===== src/rtl/dmac_pkg.sv =====
package dmac_pkg;
   localparam int DW        = 32;
   localparam int BUSY_BIT  = 24;
   localparam int IEN_LSB   = 16;
   localparam int FLAG_LSB  = 24;
   localparam int LOW_W     = 24;
   localparam int CH_BASE   = 'h80;
   localparam int CH_STRIDE = 'h10;
   localparam int OFS_ADR   = 0;
   localparam int OFS_BLK   = 4;
   localparam int OFS_CTL   = 8;
   localparam int EN_ADDR   = 'hF0;
   localparam int IRQ_ADDR  = 'hF4;
   localparam int EN_STRIDE = 4;
   localparam int EN_POS    = 3;

   function automatic int en_bit_of(input int ch);
      return EN_STRIDE * ch + EN_POS;
   endfunction
endpackage


===== src/rtl/dmac_chan.sv =====
module dmac_chan
   import dmac_pkg::*;
#(
   parameter int CH = 0,
   parameter int AW = 8
) (
   input  logic          clk,
   input  logic          rst_n,
   input  logic          wr_en,
   input  logic [AW-1:0] addr,
   input  logic [DW-1:0] wdata,
   input  logic          en_cur,
   input  logic          en_wr,
   input  logic          en_new,
   input  logic          grant,
   input  logic          done,
   output logic          pend,
   output logic          cmpl,
   output logic          hit,
   output logic [DW-1:0] rd
);
   localparam logic [AW-1:0] A_ADR = AW'(CH_BASE + CH * CH_STRIDE + OFS_ADR);
   localparam logic [AW-1:0] A_BLK = AW'(CH_BASE + CH * CH_STRIDE + OFS_BLK);
   localparam logic [AW-1:0] A_CTL = AW'(CH_BASE + CH * CH_STRIDE + OFS_CTL);

   logic [DW-1:0] adr_q, blk_q, ctl_q;
   logic          act_q;
   logic          wr_ctl, launch;

   assign wr_ctl = wr_en && (addr == A_CTL);
   assign cmpl   = done && act_q;
   assign launch = !pend && !act_q &&
                   ((wr_ctl && wdata[BUSY_BIT] && en_cur) ||
                    (en_wr && en_new && ctl_q[BUSY_BIT]));

   always_ff @(posedge clk or negedge rst_n) begin
      if (!rst_n) begin
         adr_q <= '0;
         blk_q <= '0;
         ctl_q <= '0;
      end else begin
         if (wr_en && addr == A_ADR) adr_q <= wdata;
         if (wr_en && addr == A_BLK) blk_q <= wdata;
         if (wr_ctl) ctl_q <= wdata;
         if (cmpl) ctl_q[BUSY_BIT] <= 1'b0;
      end
   end

   always_ff @(posedge clk or negedge rst_n) begin
      if (!rst_n) begin
         pend  <= 1'b0;
         act_q <= 1'b0;
      end else begin
         if (grant) pend <= 1'b0;
         else if (launch) pend <= 1'b1;
         if (grant) act_q <= 1'b1;
         else if (cmpl) act_q <= 1'b0;
      end
   end

   always_comb begin
      hit = 1'b1;
      rd  = '0;
      if (addr == A_ADR) rd = adr_q;
      else if (addr == A_BLK) rd = blk_q;
      else if (addr == A_CTL) rd = ctl_q;
      else hit = 1'b0;
   end

   assert_start_busy_R3: assert property (@(posedge clk) disable iff (!rst_n)
      grant |-> ctl_q[BUSY_BIT]);
   assert_done_clears_R6: assert property (@(posedge clk) disable iff (!rst_n)
      cmpl |=> !ctl_q[BUSY_BIT]);
   assert_stray_done_R9: assert property (@(posedge clk) disable iff (!rst_n)
      (done && !act_q && !grant && !wr_ctl) |=> $stable(ctl_q));
endmodule


===== src/rtl/dmac_pick.sv =====
module dmac_pick #(
   parameter int N = 7
) (
   input  logic [N-1:0] req,
   output logic [N-1:0] gnt
);
   logic [N:0] seen;

   assign seen[0] = 1'b0;
   for (genvar i = 0; i < N; i++) begin : g_pick
      assign gnt[i]    = req[i] && !seen[i];
      assign seen[i+1] = seen[i] || req[i];
   end

   always_comb begin
      assert_onehot_R5: assert ($onehot0(gnt));
   end
endmodule


===== src/rtl/dmac_irq.sv =====
module dmac_irq
   import dmac_pkg::*;
#(
   parameter int N = 7
) (
   input  logic          clk,
   input  logic          rst_n,
   input  logic          wr,
   input  logic [DW-1:0] wdata,
   input  logic [N-1:0]  cmpl,
   output logic [DW-1:0] icr,
   output logic          irq
);
   localparam int FLAG_W = DW - LOW_W;

   logic [DW-1:0] icr_n;
   logic [N-1:0]  hot;

   assign hot = cmpl & icr[IEN_LSB +: N];

   always_comb begin
      icr_n = icr;
      if (wr) begin
         icr_n[LOW_W-1:0]     = wdata[LOW_W-1:0];
         icr_n[DW-1:FLAG_LSB] = icr[DW-1:FLAG_LSB] & ~wdata[DW-1:FLAG_LSB];
      end
      for (int n = 0; n < N; n++)
         if (hot[n]) icr_n[FLAG_LSB+n] = 1'b1;
   end

   always_ff @(posedge clk or negedge rst_n) begin
      if (!rst_n) begin
         icr <= '0;
         irq <= 1'b0;
      end else begin
         icr <= icr_n;
         irq <= |hot;
      end
   end

   assert_irq_flag_R7: assert property (@(posedge clk) disable iff (!rst_n)
      irq |-> (icr[DW-1:FLAG_LSB] != '0));
   assert_irq_width_R7: assert property (@(posedge clk) disable iff (!rst_n)
      irq |=> !irq || $past(|cmpl));
   assert_low_write_R8: assert property (@(posedge clk) disable iff (!rst_n)
      wr |=> icr[LOW_W-1:0] == $past(wdata[LOW_W-1:0]));
   assert_flag_w1c_R8: assert property (@(posedge clk) disable iff (!rst_n)
      (wr && cmpl == '0) |=>
         icr[DW-1:FLAG_LSB] == ($past(icr[DW-1:FLAG_LSB]) & ~$past(wdata[DW-1:FLAG_LSB])));

   if (FLAG_W < N) begin : g_bad_flags
      $error("flag field narrower than channel count");
   end
endmodule


===== src/rtl/dmac_regs.sv =====
module dmac_regs
   import dmac_pkg::*;
#(
   parameter int NUM_CH = 7,
   parameter int AW     = 8
) (
   input  logic              clk,
   input  logic              rst_n,
   input  logic              wr_en,
   input  logic [AW-1:0]     addr,
   input  logic [DW-1:0]     wdata,
   output logic [DW-1:0]     rdata,
   input  logic [NUM_CH-1:0] done_i,
   output logic [NUM_CH-1:0] start_o,
   output logic              irq_o
);
   localparam logic [AW-1:0] A_EN  = AW'(EN_ADDR);
   localparam logic [AW-1:0] A_IRQ = AW'(IRQ_ADDR);

   if (NUM_CH < 1 || NUM_CH > 7) begin : g_bad_ch
      $error("NUM_CH must be 1..7");
   end
   if (AW < 8) begin : g_bad_aw
      $error("AW must cover the 0x00..0xFF map");
   end

   logic [DW-1:0]     en_q, icr;
   logic              en_wr, irq_wr;
   logic [NUM_CH-1:0] pend, cmpl, hit;
   logic [DW-1:0]     ch_rd [NUM_CH];

   assign en_wr  = wr_en && addr == A_EN;
   assign irq_wr = wr_en && addr == A_IRQ;

   always_ff @(posedge clk or negedge rst_n) begin
      if (!rst_n) en_q <= '0;
      else if (en_wr) en_q <= wdata;
   end

   for (genvar c = 0; c < NUM_CH; c++) begin : g_ch
      dmac_chan #(.CH(c), .AW(AW)) u_ch (
         .clk    (clk),
         .rst_n  (rst_n),
         .wr_en  (wr_en),
         .addr   (addr),
         .wdata  (wdata),
         .en_cur (en_q[en_bit_of(c)]),
         .en_wr  (en_wr),
         .en_new (wdata[en_bit_of(c)]),
         .grant  (start_o[c]),
         .done   (done_i[c]),
         .pend   (pend[c]),
         .cmpl   (cmpl[c]),
         .hit    (hit[c]),
         .rd     (ch_rd[c])
      );
   end

   dmac_pick #(.N(NUM_CH)) u_pick (
      .req (pend),
      .gnt (start_o)
   );

   dmac_irq #(.N(NUM_CH)) u_irq (
      .clk   (clk),
      .rst_n (rst_n),
      .wr    (irq_wr),
      .wdata (wdata),
      .cmpl  (cmpl),
      .icr   (icr),
      .irq   (irq_o)
   );

   always_comb begin
      rdata = '0;
      if (addr == A_EN) rdata = en_q;
      else if (addr == A_IRQ) rdata = icr;
      else
         for (int c = 0; c < NUM_CH; c++)
            if (hit[c]) rdata = ch_rd[c];
   end

   assert_en_hold_R2: assert property (@(posedge clk) disable iff (!rst_n)
      !en_wr |=> $stable(en_q));
   assert_start_enabled_R4: assert property (@(posedge clk) disable iff (!rst_n)
      (start_o != '0) |-> (en_q != '0 || $past(en_wr)));
endmodule


===== config.mk =====
export PLATFORM = sky130hd
export DESIGN_NAME = dmac_regs
export DESIGN_NICKNAME = d
export VERILOG_FILES = /design/src/rtl/dmac_pkg.sv /design/src/rtl/dmac_chan.sv /design/src/rtl/dmac_pick.sv /design/src/rtl/dmac_irq.sv /design/src/rtl/dmac_regs.sv
export SDC_FILE = /design/constraint.sdc
export NUM_CORES = 1
export LEC_CHECK = 0
export BUFFER_PORTS_ARGS = -buffer_cell sky130_fd_sc_hd__buf_2
export CAP_MARGIN = 5
export CELL_PAD_IN_SITES_DETAIL_PLACEMENT = 0
export CELL_PAD_IN_SITES_GLOBAL_PLACEMENT = 1
export CORE_AREA = 2 2 270 272
export CTS_CLUSTER_SIZE = 12
export DETAILED_ROUTE_END_ITERATION = 7
export DIE_AREA = 0 0 272 274
export PLACE_DENSITY = 0.87
export SYNTH_ARGS = -nofsm -noshare
export SYNTH_HDL_FRONTEND = slang
export SYNTH_SLANG_ARGS = --single-unit

===== constraint.sdc =====
create_clock -name clk -period 1.8 [get_ports clk]
set_input_delay 0 -clock clk [delete_from_list [all_inputs] [get_ports clk]]
set_output_delay 0 -clock clk [all_outputs]
set_load 0.01 [all_outputs]

# ---- Word level (Yosys, flattened, before mapping)
# Index checks and enable logic that the tools add are counted.
dict set report totals {
  reg_bits 751
  latch_bits 0
  ram_bits 0
  mem_bits_ro 0
  in_bits 50
  out_inout_bits 40
  mem_count 0
}
dict set report classes {
  add_sub_neg 0
  n_mul 0
  n_div 0
  magnitude_cmp 0
  eq_ne 23
  n_shift 0
  n_mux 101
  n_bitwise 3
  n_reduce_logical 137
}
# cell n
set ops {}
lappend ops {{$mux W32} 30}
lappend ops {{$eq A8 B8 Y1 const B} 23}
lappend ops {{$mux W25} 7}
lappend ops {{$logic_and A1 B1 Y1} 78}
lappend ops {{$mux W1} 63}
lappend ops {{$reduce_bool A2 Y1} 27}
lappend ops {{$mux W31} 1}
lappend ops {{$logic_not A1 Y1} 19}
lappend ops {{$logic_or A1 B1 Y1} 12}
lappend ops {{$and A8 B8 Y8} 1}
lappend ops {{$not A8 Y8} 1}
lappend ops {{$and A7 B7 Y7} 1}
lappend ops {{$reduce_or A7 Y1} 1}

# ---- Longest topological paths before layout
# Gate-level depths: netlist of the first run.
dict set report depth {
  ltp_word 13
  ltp_mapped 10
  depth_no_buf 5
}

# ---- By module
# From an unflattened synthesis of the first run, not the netlist that was laid out.
dict set report unflattened {
  hier_cells 3080
  hier_area_um2 38139.1
}
# mod n_inst cells_per_inst area_each_um2 seq_area_each_um2
set modules_own_cells {}
lappend modules_own_cells {{dmac_chan at g_ch[1].u_ch ...} 2 366 4759.6 2452.4}
lappend modules_own_cells {{dmac_chan at g_ch[5].u_ch ...} 2 366 4754.6 2452.4}
lappend modules_own_cells {{dmac_chan at g_ch[4].u_ch} 1 366 4752.1 2452.4}
lappend modules_own_cells {{dmac_chan at g_ch[3].u_ch} 1 369 4715.8 2452.4}
lappend modules_own_cells {{dmac_chan at g_ch[0].u_ch} 1 365 4589.4 2452.4}
lappend modules_own_cells {dmac_regs 1 427 3616.0 800.8}
lappend modules_own_cells {dmac_irq 1 80 1366.3 825.8}
lappend modules_own_cells {dmac_pick 1 9 71.3 0.0}

# ---- Worst setup path after synthesis of the first run
# OpenSTA, ideal clock, no wires.
dict set report synth_path {
  path_kind {input to output}
  start {input port addr[5]}
  end {output port rdata[25]}
  arrival_time_ns 1.617
  slack_ns 0.183
  stages 8
  cell_sequence {buf_2 and4b_1 buf_4 buf_4 nand2_1 nor3_1 a211oi_1 o41ai_1}
}
dict set report synth_between {
  elab_chain_cells 13
  elab_cells_between_ends 74
  classes_between {23 x eq/ne; 51 x mux}
}
# element line_no
set synth_lines {}
lappend synth_lines {{start, declared} dmac_regs.sv:10} ;# input logic [AW-1:0] addr,
lappend synth_lines {{$eq A8 B8 Y1} dmac_chan.sv:66} ;# else if (addr == A_CTL) rd = ctl_q;
lappend synth_lines {{$mux W32 or $mux W1 (tied branches)} dmac_chan.sv:66}
lappend synth_lines {{$mux W32 or $mux W1 (tied branches)} dmac_chan.sv:65} ;# else if (addr == A_BLK) rd = blk_q;
lappend synth_lines {{$mux W32 or $mux W1 (tied branches)} dmac_chan.sv:64} ;# if (addr == A_ADR) rd = adr_q;
lappend synth_lines {{$mux W32 (7 in a row)} dmac_regs.sv:80} ;# if (hit[c]) rdata = ch_rd[c];
lappend synth_lines {{$mux W32} dmac_regs.sv:77} ;# else if (addr == A_IRQ) rdata = icr;
lappend synth_lines {{$mux W32 *} dmac_regs.sv:76} ;# if (addr == A_EN) rdata = en_q;
lappend synth_lines {{end, declared} dmac_regs.sv:12} ;# output logic [DW-1:0] rdata,
# Every way passes the cells marked *; elsewhere a longest branch is shown, timed or not.

# ---- Worst setup path in the final report of the first run
dict set report layout_path {
  start {register g_ch[1].u_ch.adr_q[30]}
  end {output port rdata[30]}
}
dict set report layout_between {
  elab_chain_cells 9
}
# element line_no
set layout_lines {}
lappend layout_lines {{start, declared} dmac_chan.sv:26} ;# logic [DW-1:0] adr_q, blk_q, ctl_q;
lappend layout_lines {{start signal, assigned} dmac_chan.sv:42} ;# if (wr_en && addr == A_ADR) adr_q <= wdata;
lappend layout_lines {{$mux W32} dmac_chan.sv:64}
lappend layout_lines {{$mux W32 (6 in a row)} dmac_regs.sv:80}
lappend layout_lines {{$mux W32} dmac_regs.sv:77}
lappend layout_lines {{$mux W32} dmac_regs.sv:76}
# Every way passes these cells.

==> results of run 1 <==
[cell usage in the layout, fill, tap and decap left out, types with 8 or more instances in the layout]
cell type	n
a211oi_1	35
inv_1	54
nand2_2	11
a31o_2	16
a22oi_1	9
o22ai_1	42
a21oi_1	104
mux2_2	670
o2bb2ai_1	15
nand3_1	22
clkbuf_1	22
buf_4	284
nor4_4	15
a221o_1	37
o221ai_1	18
nand4_1	17
or3_1	16
a31oi_1	25
buf_2	81
o211ai_1	43
mux2i_1	15
a221oi_1	57
nor2_1	91
o21ai_0	89
a311oi_2	14
mux2_1	50
nand2_1	199
clkbuf_8	18
a211oi_2	14
or4_1	17
o21ai_1	13
o22ai_2	16
a2111oi_4	14
nand2b_1	8
o21a_1	24
dlygate4sd3_1	45
clkbuf_16	81
dfrtp_1	750
buf_12	87
[worst max-delay path, delay by kind of cell (launching register included)]
family / cells / cell delay [ns]
DFF: 1 / 0.38
AOI/OAI and AO/OA: 4 / 0.89
buffers and inverters: 1 / 0.21
and+or+nand+nor: 1 / 0.42
[report_power, final]
group	internal (W)	leakage, nW	switching [W]
Clock	0.00927	1.22	0.00672
Sequential	0.0177	10.4	0.000450
Combinational	0.00154	9.48	0.00214
Total	0.0285	21.1	0.00931
[area by class of cell]
class	instances	area [um^2]
timing repair buffer	505	4820
inverter	57	216
sequential	751	18800
fill	5340	28200
clock inverter	12	135
antenna	4	10.0
clock buffer	121	2360
tap	959	1200
multi-input combinational	1847	16200
[cell families after synthesis]
group / count (synthesis)
flops: 751
buf+inv: 361
compound gates: 640
xor+xnor: 1
mux: 738
simple gates: 468
[path summary, 6_finish.rpt]
kind                       depth (start not counted)                    from                endpoint
max                                                6  g_ch[1].u_ch.adr_q[30]               rdata[30]
min                                                3                   rst_n   g_ch[4].u_ch.ctl_q[2]
max reg2reg                                        4       g_ch[0].u_ch.pend      g_ch[6].u_ch.act_q
min reg2reg                                        2                en_q[31]                en_q[31]
max in group asynchronous                          3                   rst_n   g_ch[0].u_ch.adr_q[6]
min in group clk                                   3               done_i[1]  g_ch[1].u_ch.ctl_q[24]
[through the flow]
stage	cells	setup WS, ns
4_1_cts	4246	-0.702
3_5_place_dp	4065	-0.583
6_report	4256	-0.734
2_1_floorplan	2959	0.183
5_1_grt	4255	-0.793
3_3_place_gp	4065	-0.560
[routing by layer]
| metal | track usage (%) | share of wire (%) | vias up |
|---|---|---|---|
| met2 | 49.9 | 47 | 1505 |
| met5 | 0 | 0.011 | - |
| li1 | - | - | 11452 |
| met1 | 41.6 | 39 | 14341 |
| met4 | 16.2 | 4.9 | 2 |
| met3 | 6.39 | 9.1 | 349 |
[flip-flops by register name, summed over array words and instances (netlist names)]
signal / flops
g_ch.u_ch.adr_q: 224
g_ch.u_ch.blk_q: 224
g_ch.u_ch.ctl_q: 224
en_q: 32
u_irq.icr: 32
g_ch.u_ch.act_q: 7
g_ch.u_ch.pend: 7
u_irq.irq: 1
[repair_timing]
item,CTS,global route
setup buffers,14,8
hold endpoints to repair,1215,0
pin swaps,123,74
hold buffers,45,0
resized for setup,135,51
endpoints found under the setup margin,36,35
==> flow_summary.yaml, run 1 <==
die:
  die-area_um2: 74500
  rows: 99
  die_h_um: 274
  io_pins: 90
  die_x_um: 272
  start_util_pct: 49.4
  core_area_um2: 72000
sta:
  drv_slew: 0
  final.period_utilization_pct: 141
  setup_tns_ns: -14.20
  finalSetupViolCount: 33
  whs_ns: 0.0967
  finalCriticalPeriod_ns: 2.53
  relSlewSlack_pct: 43.2
  fmax_mhz: 395
  finalClockSkew_ns: 0.0168
  worst_slack_ns: -0.734
  worstMarginPinSlew_ns: 0.849
  grt_setup_unrepaired: "yes"
  finalHoldViolations: 0
logic_synthesis:
  synth_common_cells: "dfrtp_1 (751), mux2_2 (673), nand2_1 (209)"
  async_reset_ff_share_pct: 100
  yosys.area.top_type_share_pct: 52.8
  synthTopCellsByArea: "dfrtp_1 (53%), mux2_2 (21%), nand2_1 (2.2%)"
  synth_area_leader_cell: "dfrtp_1"
  muxShareOfSynthArea_pct: 23.3
  ys_seq_area_share_pct: 52.8
  syn_nets: 3009
  synthSimpleGateAreaFrac_pct: 6.64
  synth_adder_area_share_pct: 0
  synth_edf_count: 0
  synth.distinct_cells: 79
  synth_compound_area_share_pct: 12.6
  ys.flop_type: "dfrtp_1"
  avgSynthCellArea_um2: 12.0
  syn_area_um2: 35600
  synth_most_common_cell: "dfrtp_1"
  yosys_warnings: 0
  syn_inst: 2959
  synth_xor_area_share_pct: 0.0246
  ys_seq_elements: 751
  synth_top_family_by_area: "multiplexers"
final_layout:
  utilization_pct: 60.8
  final_nets: 3291
  fin_area_um2: 43800
  layout-drive-gt1-share_pct: 43.2
  area_growth_pct: 23.0
placement:
  postPlaceCellArea_um2: 39700
  port_buffers: 89
  gp_congestion: 0.920
  hpwl_um: 78700
global_route:
  grt_usage_pct: 31.6
  grt_pass1_wl_um: 178000
  gr-total-overflow: 0
  antenna_found_initial: 6
  grt_pass1_vias: 28581
  grt_max_degree: 97
clock_network:
  htreeDepth: 3
  worst_skew_pair.late_latency_ns: 0.64
  root_buffer: "clkbuf_16"
  clock-sinks: 751
  cts-buffers-inserted: 79
  cts_buffer_depth: 3
  path_clk_slew_ns: 0.06
  cts_tree: "done"
power_and_ir_drop:
  vdd_drop_max_uv: 766
  power_density_nw_per_um2: 864
  power_w: 0.0378
  p_leak_nw: 21.1
worst_setup_path:
  endpoint_kind: "primary output"
  cp_cell_sequence: "or4_4 -> a32oi_2 -> o21ai_2 -> a221oi_2 -> o211ai_1 -> buf_2"
  arrival_ns: 2.53
  critPathMaxStageDelay_ns: 0.42
  crit_required_ns: 1.80
  crit_type: "reg2out"
  cpMaxStageDelayCell: "or4_4"
  reg2reg_slack_ns: 0.45
  start_kind: "flop"
  crit_fanout: 2
drt:
  ant_nets: 0
  avgRoutedWirePerCell_um: 28.0
  drtPass1Iterations: 7
  drc: 0
  drtIter0Drc: 2751
  routed_wl_um: 119000
  via_per_inst: 6.50
  num_vias: 27649
min_path:
  worstHoldPathType: "in2async"
job:
  maxCapViolations: 0
status:
  violations: "setup timing"
  status: "finished with violations"
Note: power is estimated with default switching activity, not from simulation.
==> run 2: changes to the inputs <==
- CORE_AREA: 2 2 270 272 -> 2 2 279 281
- DIE_AREA: 0 0 272 274 -> 0 0 281 283
- PLACE_DENSITY: 0.87 -> 0.86
- SETUP_SLACK_MARGIN: default -> 0.15
- clock period: 1.8 -> 2.25 ns (I/O delays scaled with it)
==> run 2 against run 1 <==
The run still ends with setup timing left; cell count shrank 2.0%; global-route usage shrank 2.8 points; critical path depth is the same.
==> flow_summary.yaml, run 2 (same netlist as run 1, synthesis figures left out) <==
drt:
  avgRoutedWirePerCell_um: 27.7
  drtIter0Drc: 2912
  via_per_inst: 6.46
  drc: 0
  drtPass1Iterations: 5
  routed_wl_um: 116000
  ant_nets: 0
  num_vias: 26960
die:
  die-area_um2: 79500
  io_pins: 90
  core_area_um2: 76700
  die_h_um: 283
  start_util_pct: 46.4
  rows: 102
  die_x_um: 281
sta:
  worst_slack_ns: -0.290
  relSlewSlack_pct: 43.3
  grt_setup_unrepaired: "yes"
  worstMarginPinSlew_ns: 0.850
  final.period_utilization_pct: 113
  finalCriticalPeriod_ns: 2.54
  setup_tns_ns: -0.933
  fmax_mhz: 394
  finalClockSkew_ns: 0.0239
  whs_ns: 0.0379
  drv_slew: 0
  finalHoldViolations: 0
  finalSetupViolCount: 10
placement:
  postPlaceCellArea_um2: 38100
  post-place-ws_ns: -0.0715
  gp_congestion: 0.895
  hpwl_um: 73300
  port_buffers: 89
global_route:
  antenna_found_initial: 2
  gr-total-overflow: 0
  grt_pass1_wl_um: 174000
  grt_pass1_vias: 27527
  grt_usage_pct: 28.8
  grt_max_degree: 141
worst_setup_path:
  start_kind: "flop"
  critPathMaxStageDelay_ns: 0.50
  crit_type: "reg2out"
  arrival_ns: 2.54
  crit_required_ns: 2.25
  cp_cell_sequence: "or4_1 -> a32oi_1 -> o21ai_1 -> a221oi_1 -> o211ai_1 -> buf_2"
  cpMaxStageDelayCell: "or4_1"
  endpoint_kind: "primary output"
  crit_fanout: 2
clock_network:
  cts_buffer_depth: 3
  clock-sinks: 751
  root_buffer: "clkbuf_16"
  path_clk_slew_ns: 0.06
  cts_tree: "done"
  worst_skew_pair.late_latency_ns: 0.64
  cts-buffers-inserted: 79
  htreeDepth: 3
status:
  status: "finished with violations"
  violations: "setup timing"
final_layout:
  layout_common_cells: "dfrtp_1 (751), mux2_2 (672), nand2_1 (199)"
  fin_area_um2: 42000
  area_growth_pct: 18.1
  top_regs: "g_ch.u_ch.adr_q x224, g_ch.u_ch.blk_q x224, g_ch.u_ch.ctl_q x224"
  final_common_cell: "dfrtp_1"
  final_nets: 3131
  layout-drive-gt1-share_pct: 39.9
  fillers: 6183
power_and_ir_drop:
  p_leak_nw: 20.1
  power_w: 0.0302
  vdd_drop_max_uv: 494
  power_density_nw_per_um2: 719
job:
  maxCapViolations: 0
min_path:
  worstHoldPathType: "in2async"
## run 2: cell types whose count changed in the layout (fill, tap and decap cells not counted), sizes merged
cell | previous run | this run
buf | 460 | 302
bufinv | 2 | 5
clkbuf | 121 | 117
clkinv | 6 | 8
clkinvlp | 1 | 0
diode | 4 | 1
dlygate4sd3 | 45 | 42
inv | 60 | 59
## run 2: worst paths after layout
check | from | end | slack [ns] | cells past startpoint
worst max-delay path | g_ch[1].u_ch.adr_q[30] | rdata[30] | -0.29 | 6
worst min-delay path | rst_n | g_ch[0].u_ch.ctl_q[9] | 0.04 | 3
worst max register to register | g_ch[0].u_ch.pend | g_ch[6].u_ch.act_q | 0.81 | 4
worst min register to register | en_q[1] | en_q[1] | 0.47 | 2
max in group asynchronous | rst_n | g_ch[6].u_ch.ctl_q[26] | 1.35 | 3
min in group clk | wr_en | g_ch[6].u_ch.blk_q[1] | 0.13 | 4
## run 2: metal layers
metal | vias to the layer above | GRT usage, % | share of wire (%)
met5 | - | 0 | 0.011
met4 | 2 | 15.2 | 5.5
met3 | 371 | 5.13 | 9.1
met2 | 1457 | 44.7 | 46
met1 | 13981 | 38.6 | 40
li1 | 11149 | - | -
## run 2: report_power, final
part / switching, W / leakage, nW / total [W] / internal [W]
Combinational: 0.00164 / 8.46 / 0.00272 / 0.00108
Clock: 0.00531 / 1.25 / 0.0130 / 0.00767
Sequential: 0.000347 / 10.4 / 0.0145 / 0.0141
Total: 0.00729 / 20.1 / 0.0302 / 0.0229
## run 2: area by class of cell
type	count	area (um^2)	share of cell area, %
clock inverter	15	219	0.521
multi-input combinational	1847	16000	38.1
inverter	57	216	0.516
antenna	1	2.50	0.00596
timing repair buffer	345	3140	7.47
clock buffer	116	2320	5.52
sequential	751	18800	44.8
tap	1040	1300	3.10
## run 2: worst max-delay path, delay by kind of cell, from the launching register on
family | cells | cell delay, ns
flip-flops | 1 | 0.37
buffers and inverters | 1 | 0.23
AND/OR/NAND/NOR | 1 | 0.50
AO/OA/AOI/OAI | 4 | 0.81
## run 2: through the flow
| stage | utilization [%] | cells |
|---|---|---|
| final | 54.7 | 4172 |
| after detailed placement | 49.7 | 3984 |
| after global routing | 54.7 | 4171 |
| after floorplan | - | 2959 |
| after CTS | 54.2 | 4163 |
| after global placement | 49.7 | 3984 |
## run 2: timing repair
item | CTS | global route
gates resized for setup | 103 | 55
pin swaps | 112 | 50
endpoints found under the hold margin | 1213 | 0
setup buffers | 5 | 7
hold buffers | 43 | 0
setup endpoints to repair | 34 | 33
gates cloned | 0 | 1
==> run 3: changes to the inputs <==
- GPL_TIMING_DRIVEN: default -> 0
==> run 3 against run 2 <==
The flow finishes with violations (hold timing, setup timing); clock skew fell by 0.0053 ns; flip-flop and latch count did not move; combinational power rose by 8.8%; register-to-register slack improved by 0.03 ns; first-iteration DRC count rose by 20%; utilization barely moved; sequential power barely moved; die area did not move; largest cell class unchanged.
==> flow_summary.yaml, run 3 (same netlist as run 1, synthesis figures left out) <==
status:
  status: "finished with violations"
  violations: "hold timing, setup timing"
sta:
  drv_slew: 0
  grt_setup_unrepaired: "yes"
  setup_tns_ns: -2.28
  relSlewSlack_pct: 36.9
  whs_ns: -0.667
  worst_slack_ns: -0.352
  finalHoldViolations: 286
  worstMarginPinSlew_ns: 0.946
  final.period_utilization_pct: 116
  finalSetupViolCount: 27
  finalClockSkew_ns: 0.0186
  fmax_mhz: 384
  finalCriticalPeriod_ns: 2.60
die:
  die-area_um2: 79500
  start_util_pct: 46.4
  io_pins: 90
  die_h_um: 283
  rows: 102
  die_x_um: 281
  core_area_um2: 76700
min_path:
  worstHoldPathType: "in2async"
job:
  maxCapViolations: 0
clock_network:
  htreeDepth: 3
  path_clk_slew_ns: 0.06
  hold_buffers: 44
  cts-buffers-inserted: 77
  cts_buffer_depth: 3
  worst_skew_pair.late_latency_ns: 0.64
  clock-sinks: 751
  root_buffer: "clkbuf_16"
  cts_tree: "done"
worst_setup_path:
  cpMaxStageDelayCell: "or4_1"
  crit_type: "reg2out"
  critical_path_buf_inv_count: 1
  cp_cell_sequence: "or4_1 -> a32oi_1 -> o21ai_1 -> a221oi_2 -> o211ai_1 -> buf_2"
  critPathTopFamily: "compound AO/OA/AOI/OAI gates"
  critPathMaxStageDelay_ns: 0.50
  endpoint_kind: "primary output"
  arrival_ns: 2.60
  crit_fanout: 2
  crit_required_ns: 2.25
  start_kind: "flop"
global_route:
  antenna_found_initial: 7
  grt_max_degree: 116
  grt_pass1_wl_um: 189000
  gr-total-overflow: 0
  grt_pass1_vias: 27536
  grt_usage_pct: 32.5
final_layout:
  final_common_cell: "dfrtp_1"
  fin_area_um2: 42000
  final_nets: 3251
  top_regs: "g_ch.u_ch.adr_q x224, g_ch.u_ch.blk_q x224, g_ch.u_ch.ctl_q x224"
  area_growth_pct: 18.0
  layout-drive-gt1-share_pct: 40.5
  final_cells: 4283
  layout_common_cells: "dfrtp_1 (748), mux2_2 (671), nand2_1 (205)"
placement:
  gp_congestion: 0.983
  hpwl_um: 93200
  dp_cells: 4094
  port_buffers: 87
  postPlaceCellArea_um2: 37500
drt:
  routed_wl_um: 130000
  via_per_inst: 6.47
  num_vias: 27711
  drc: 0
  drtPass1Iterations: 6
  ant_nets: 0
  avgRoutedWirePerCell_um: 30.4
  drtIter0Drc: 3502
power_and_ir_drop:
  vdd_drop_max_uv: 545
  power_density_nw_per_um2: 713
  p_leak_nw: 20.0
==> run 3: changes by cell type in the layout (fill, tap and decap cells not counted), sizes merged, moves of 4 or more <==
cell / delta
clkbuf: +142
buf: -23
clkinv: -5
bufinv: -4
==> run 3: repair_timing <==
| item | in CTS | in global routing |
|---|---|---|
| resized for setup | 308 | 120 |
| pin swaps | 94 | 50 |
| endpoints found under the hold margin | 371 | 112 |
| buffers inserted | 16 | 8 |
| setup endpoints to repair | 34 | 36 |
==> run 3: power breakdown <==
group / internal [W] / switching [W] / leakage [nW] / total [W]
sequential: 0.0141 / 0.000364 / 10.4 / 0.0145
combinational: 0.00111 / 0.00185 / 8.50 / 0.00296
clock: 0.00703 / 0.00544 / 1.15 / 0.0125
==> run 3: area by class of cell <==
type	count	area (um^2)
diodes	2	5.00
plain buffers	304	1850
clock buffers	112	2260
clock inverters	7	82.6
fillers	6300	34700
inverters	57	214
multi-input cells	1847	16100
flip-flops and latches	751	18800
well taps	1040	1300
repair buffers	163	1350
==> run 3: layer usage <==
layer	part of all wire, %	global-route usage [%]	up-vias
met4	6.2	18.6	4
met5	0.019	0	-
met3	12	10.9	413
met2	44	47.8	1757
met1	38	41.9	14181
li1	-	-	11356
==> run 3: final timing paths <==
kind	startpoint	endpoint	slack, ns	cells after the start
setup / recovery	g_ch[1].u_ch.adr_q[30]	rdata[30]	-0.35	6
hold / removal	rst_n	g_ch[4].u_ch.blk_q[4]	-0.67	2
setup reg to reg	g_ch[0].u_ch.pend	g_ch[6].u_ch.act_q	0.84	4
hold reg to reg	en_q[18]	en_q[18]	0.48	2
max in group asynchronous	rst_n	g_ch[6].u_ch.blk_q[15]	0.58	6
min in group clk	wdata[24]	g_ch[6].u_ch.blk_q[24]	0.05	2
==> run 3: metrics by stage <==
| stage | utilization [%] | power, W | setup WS (ns) |
|---|---|---|---|
| after floorplan | - | 0.0160 | 0.633 |
| after CTS | 54.1 | 0.0297 | -0.314 |
| after detailed placement | 48.9 | 0.0173 | -1.42 |
| final | 54.7 | 0.0299 | -0.352 |
| after global routing | 54.7 | 0.0307 | -0.439 |
| after global placement | 48.6 | 0.0172 | -15.02 |
